File: src/rtl/sgpio_irq_sense.sv
module sgpio_irq_sense #(
  parameter int LINES  = 32,
  parameter int PORT_W = 8,
  parameter int ADDR_W = 5
) (
  input  logic              clk,
  input  logic              rst_n,
  input  logic [ADDR_W-1:0] addr,
  input  logic [LINES-1:0]  wdata,
  input  logic              wr_en,
  output logic [LINES-1:0]  rdata,
  input  logic [LINES-1:0]  in_data,
  input  logic              in_valid,
  output logic              irq,
  output logic [LINES/PORT_W-1:0] port_pend
);
  localparam int NPORTS = LINES / PORT_W;
  localparam logic [ADDR_W-1:0] A_EN   = ADDR_W'(5'h00);
  localparam logic [ADDR_W-1:0] A_STS  = ADDR_W'(5'h04);
  localparam logic [ADDR_W-1:0] A_T0   = ADDR_W'(5'h08);
  localparam logic [ADDR_W-1:0] A_T1   = ADDR_W'(5'h0C);
  localparam logic [ADDR_W-1:0] A_T2   = ADDR_W'(5'h10);
  localparam logic [ADDR_W-1:0] A_LIVE = ADDR_W'(5'h14);

  logic [LINES-1:0] en_q, sts_q, t0_q, t1_q, t2_q, live_q;
  logic [LINES-1:0] rise_e, fall_e, hit, clr, masked;
  logic [LINES-1:0] m_rise, m_fall, m_both, m_hi, m_lo;

  assign m_rise = t0_q & ~t1_q & ~t2_q;
  assign m_both = ~t0_q & t1_q & ~t2_q;
  assign m_hi   = t0_q & t1_q & ~t2_q;
  assign m_lo   = ~t0_q & t1_q & t2_q;
  assign m_fall = t2_q & ~(t1_q & ~t0_q);

  assign rise_e = in_data & ~live_q;
  assign fall_e = ~in_data & live_q;

  assign hit = in_valid ? ((m_rise & rise_e) | (m_fall & fall_e) |
                           (m_both & (rise_e | fall_e)) |
                           (m_hi & in_data) | (m_lo & ~in_data))
                        : '0;

  assign clr = (wr_en && addr == A_STS) ? wdata : '0;

  always_ff @(posedge clk or negedge rst_n) begin
    if (!rst_n) begin
      en_q   <= '0;
      sts_q  <= '0;
      t0_q   <= '1;
      t1_q   <= '1;
      t2_q   <= '0;
      live_q <= '0;
    end else begin
      sts_q <= (sts_q & ~clr) | hit;
      if (in_valid) live_q <= in_data;
      if (wr_en) begin
        case (addr)
          A_EN:    en_q <= wdata;
          A_T0:    t0_q <= wdata;
          A_T1:    t1_q <= wdata;
          A_T2:    t2_q <= wdata;
          default: ;
        endcase
      end
    end
  end

  always_comb begin
    case (addr)
      A_EN:    rdata = en_q;
      A_STS:   rdata = sts_q;
      A_T0:    rdata = t0_q;
      A_T1:    rdata = t1_q;
      A_T2:    rdata = t2_q;
      A_LIVE:  rdata = live_q;
      default: rdata = '0;
    endcase
  end

  assign masked = sts_q & en_q;
  assign irq    = |masked;

  for (genvar p = 0; p < NPORTS; p++) begin : g_port
    assign port_pend[p] = |masked[p*PORT_W +: PORT_W];
  end


  sts_clear_only_by_write_chk: assert property (@(posedge clk) disable iff (!rst_n)
    ((($past(sts_q) & ~sts_q) & ~(($past(wr_en) && $past(addr) == A_STS) ? $past(wdata) : '0)) == '0));


  sts_quiet_without_strobe_chk: assert property (@(posedge clk) disable iff (!rst_n)
    (!in_valid && !wr_en) |=> $stable(sts_q));


  live_follows_strobe_chk: assert property (@(posedge clk) disable iff (!rst_n)
    in_valid |=> live_q == $past(in_data));


  irq_needs_enable_chk: assert property (@(posedge clk) disable iff (!rst_n)
    irq |-> (en_q != '0 && sts_q != '0));


  pend_matches_irq_chk: assert property (@(posedge clk) disable iff (!rst_n)
    irq == (port_pend != '0));


  event_beats_clear_chk: assert property (@(posedge clk) disable iff (!rst_n)
    (hit != '0) |=> ((sts_q & $past(hit)) == $past(hit)));
endmodule

File: config.mk
export PLATFORM = sky130hd
export DESIGN_NAME = sgpio_irq_sense
export DESIGN_NICKNAME = d
export VERILOG_FILES = /design/src/rtl/sgpio_irq_sense.sv
export SDC_FILE = /design/constraint.sdc
export NUM_CORES = 1
export LEC_CHECK = 0
export CORE_MARGIN = 4
export CORE_UTILIZATION = 50
export CTS_CLUSTER_SIZE = 14
export DETAILED_ROUTE_END_ITERATION = 10
export PLACE_DENSITY = 0.71
export RECOVER_POWER = 25
export SLEW_MARGIN = 20
export SYNTH_ARGS = -nofsm -noshare
export SYNTH_HDL_FRONTEND = slang
export SYNTH_SLANG_ARGS = --single-unit
File: constraint.sdc
create_clock -name clk -period 1.9 [get_ports clk]
set_clock_uncertainty 0.15 [all_clocks]
set_input_delay 0.19 -clock clk [delete_from_list [all_inputs] [get_ports clk]]
set_output_delay 0.19 -clock clk [all_outputs]
set_load 0.02 [all_outputs]
**Yosys cells after proc, flatten, opt, wreduce, memory -nomap -nowiden**

Cells that the tools add are included.

- Register bits after elaboration: 192
- Input port bits: 73
- Logic and storage cells: 55

- Equality and inequality tests: 5
- Mux-type cells: 3
- Bitwise logic cells: 30
- Reductions and logical operators: 11

Operators by type and width:

| cell | number |
|---|---|
| $and 32x32->32 | 17 |
| $not 32->32 | 7 |
| $or 32x32->32 | 6 |
| $pmux 32 s6 | 1 |
| $mux 32 | 2 |
| $reduce_or 32->1 | 1 |
| $reduce_or 8->1 | 4 |
| $eq 5x4->1 const B | 2 |
| $eq 5x5->1 const B | 2 |
| $reduce_and 2->1 | 4 |
| $eq 5x3->1 const B | 1 |
| $logic_not 5->1 | 1 |
| $logic_and 1x1->1 | 1 |

**Longest topological paths before layout**

- Word-level depth: 11
- Gate-level depth with buffers: 5
- Gate-level depth less buffers: 5

**Worst setup path before layout**

No wires, ideal clock.

- Kind: reg2out
- Start: reg en_q[23]
- End: out irq
- Arrival: 1,512 ps
- Setup slack: 48 ps
- Stages on the path, launching flop included: 4
- Buffers on the path: 0
- Cell sequence: dfrtp_1 > a22oi_1 > nand4_1 > or4_1

- Word-level cells in the longest chain between the ends: 2

RTL lines:

| item | RTL line | text |
|---|---|---|
| start: declaration | 25 | `logic [LINES-1:0] en_q, sts_q, t0_q, t1_q, t2_q, live_q;` |
| start signal: assignment | 58 | `A_EN: en_q <= wdata;` |
| $and 32x32->32 | 80 | `assign masked = sts_q & en_q;` |
| $reduce_or 32->1 | 81 | `assign irq = \|masked;` |
| end: declaration | 14 | `output logic irq,` |

Every way passes these cells.

**Worst setup path in the final report**

- Start: reg en_q[7]
- End: out irq

The elaborated chain is that of the path after synthesis.

==> summary.txt <==
Status = finished, violations left
Failing checks = negative setup slack
Relative slew margins = 0.161
Max rail drop VDD = 0.670 mV
Die area = 27,600 µm²
First-pass GRT wire length = 61,400 µm
Routed WL = 38,300 µm
Worst r2r dst = sts_q[26]
Main combinational cell family by area after synthesis = simple AND/OR/NAND/NOR gates
Required @ worst endpoint = 1.56 ns
Synthesis Warnings = 0
Placer Congestion = 0.830
Register-to-Register Path Depth = 4
Die Height = 166 µm
Worst Tran Pin Value = 1.26 ns
Final Cycle Share = 1.23
Final hold vios = 0
CTS buffer count = 17
Fmax achieved = 427 MHz
Mapped Avg Cell Area = 10.1 µm²
Element type at the critical path end = output port
Nature of the critical path startpoint = flip-flop
Initial antenna violation count = 0
Syn-to-layout area delta = 31.1%
Vias in the first global route = 11,300
Synth Area in Compound Gates = 0.128
Ant diodes = 0
Post-placement cell count = 1,774
Unrepaired setup endpoints after global routing = true
Worst reg2reg startpoint = t1_q[26]
Vias/cell = 6.13
Final setup viols = 15
GR Util All Layers = 0.272
Sequential fraction of the synthesis area = 0.390
Clock Tree Root = clkbuf_16
DRT Pass-1 Iters = 5
Critical path origin = en_q[7]
Syn_nets = 1,374
Hpwl dp = 24,200 µm
Crit path to = irq
Worst EP arrival = 2.00 ns
Leakage = 7.18 nW
Largest net degree at the start of global routing = 61
Die X-Extent = 166 µm
Mux cell area share after synthesis = 0.115
Reg2Reg Setup Slack = 0.35 ns
Pwr per Cell Area = 800 nW/µm²
Clock buffer depth = 2
Port bufs = 109
CP Max Fanout = 2
Nets@finish = 1,628
Yosys cell types = 33
Htree depth = 4
Tot Pwr = 13.1 mW
Simple-gate share of the synthesized area = 0.246
Antenna Nets Post-Route = 0
Post-Synthesis Cells = 1,237
Final min period = 2.34 ns
Clk pin slew, worst setup/hold paths = 0.07 ns
Top Ports = 110
Xor and xnor area share after synthesis = 0
DRC = 0
Drt initial violations = 959
GRT overflow = 0
CTS sink cnt = 192
Number of max-cap violations = 0
Vias = 11,200
Worst-Skew Late Latency = 0.43 ns
Min-delay worst type = input port to flip-flop
Post-Syn Area = 12,500 µm²
Share of layout cells above drive strength 1 = 0.289
Core area = 24,500 µm²
Non-Filler Instances = 1,828
CTS tree = yes
Synthesized flop and latch total = 192
Critical setup path kind = flip-flop to output port
Max-slew violation count = 0
Average wire per standard cell = 21.0 µm
Adder-cell area share of the yosys netlist = 0.0640
Row count = 57
Initial Util = 0.512
Setup slack after layout = -0.443 ns
power by group:
part | switching (mW) | internal (mW) | leakage [nW] | total, mW
Clock | 1.60 | 2.29 | 0.299 | 3.89
Sequential | 0.575 | 4.95 | 2.16 | 5.52
Combinational | 1.68 | 2.04 | 4.72 | 3.72
Total | 3.85 | 9.28 | 7.18 | 13.1
Yosys cell counts:
master / count / share of area
nand3b_1: 64 / 0.038
dfstp_2: 64 / 0.13
nand2_1: 32 / 0.0096
nor2_1: 1 / 0.00030
nor3b_1: 33 / 0.020
and3b_1: 64 / 0.045
o2bb2ai_1: 32 / 0.022
a311oi_1: 32 / 0.022
and3_1: 2 / 0.0010
buf_1: 9 / 0.0027
or3_1: 1 / 0.00050
nand2b_1: 64 / 0.032
buf_2: 12 / 0.0048
nand3_1: 98 / 0.039
nor3b_2: 1 / 0.0010
nand4b_1: 32 / 0.022
nor3_2: 1 / 0.00080
mux2_1: 70 / 0.063
o22a_1: 32 / 0.022
nor2b_1: 34 / 0.017
clkbuf_1: 57 / 0.017
o21ai_1: 4 / 0.0016
o21ai_0: 45 / 0.018
mux2_2: 58 / 0.052
a22oi_1: 31 / 0.019
or3b_2: 1 / 0.00070
dfrtp_1: 128 / 0.26
or4_1: 1 / 0.00060
inv_1: 96 / 0.029
buf_4: 6 / 0.0036
o311ai_0: 32 / 0.022
nand4_1: 36 / 0.018
ha_1: 64 / 0.064
kinds of logic (layout without fill, tap and decap cells):
group           Yosys count  count (layout)
simple gates            465             465
compound gates          208             208
flops                   192             192
buf+inv                 180             447
mux                     128             128
fa+ha+maj                64              64
layout make-up:
class | count | area, µm²
fillers | 1924 | 8050
repair buffers | 319 | 3020
well taps | 324 | 405
clock buffers | 24 | 472
inverters | 96 | 360
flip-flops and latches | 192 | 4880
multi-input cells | 865 | 7120
clock inverters | 8 | 154
stage by stage:
stage                     utilization  setup TNS, ns  worst slack, ns  instance area (µm²)  hold WS [ns]
final                           0.671         -0.938           -0.443                16400         0.282
after global routing            0.671          -2.81           -0.505                16400         0.289
after CTS                       0.664         -0.814           -0.418                16200         0.122
after detailed placement        0.630         -90.14           -0.791                15400        0.0226
after global placement          0.630         -84.83           -0.761                15400        0.0269
after floorplan                     -              0           0.0484                12500        -0.256
worst min-delay path by stage:
stage	start	cells past startpoint	slack (ns)	end
after floorplan	rst_n	0	-0.26	en_q[0]
final	in_data[22]	3	0.28	live_q[22]
after global placement	rst_n	1	0.03	live_q[30]
after global routing	in_data[16]	3	0.29	live_q[16]
after CTS	rst_n	2	0.12	live_q[30]
after detailed placement	rst_n	1	0.02	live_q[30]
flip-flops by register name, indices dropped and copies added, names as in the netlist:
| register | count |
|---|---|
| sts_q | 32 |
| en_q | 32 |
| t0_q | 32 |
| t2_q | 32 |
| live_q | 32 |
| t1_q | 32 |
worst max-delay path: stages, from the launching register on:
cell and delay [ns]:
dfrtp_1 0.39, a22oi_1 0.20, nand4_1 0.23, or4_4 0.59
buf_6 0.15
cell usage in the layout, fill, tap and decap left out, types with 15 or more instances in the layout:
master	synthesis	routed
nor3b_1	33	24
nand4_1	36	36
a22oi_2	0	15
nand3b_1	64	64
clkdlybuf4s50_1	0	65
buf_12	0	23
o21ai_0	45	32
ha_1	64	64
buf_6	0	36
nand2_1	32	32
buf_2	12	15
nor2b_1	34	33
a311oi_1	32	32
inv_1	96	96
a22oi_1	31	16
mux2_2	58	58
nand2b_1	64	64
clkbuf_16	0	17
nand4b_1	32	32
o21ai_1	4	17
and3b_1	64	64
buf_4	6	172
dfrtp_1	128	128
o311ai_0	32	32
nand3_1	98	96
mux2_1	70	70
o2bb2ai_1	32	32
dfstp_2	64	64
o22a_1	32	32
layer usage:
metal | GRT usage | wire, µm
met5 | 0 | 0
met3 | 0.0493 | 2420
met2 | 0.458 | 18600
met4 | 0.0904 | 1090
met1 | 0.358 | 16200
what timing repair did:
action,in CTS,in global routing
setup endpoints to repair,119,36
pin swaps,31,25
resized for setup,221,43
buffers inserted,11,12
hold endpoints to repair,146,0
gates cloned,5,0
hold buffers,2,0
(Power assumes the default switching activity.)
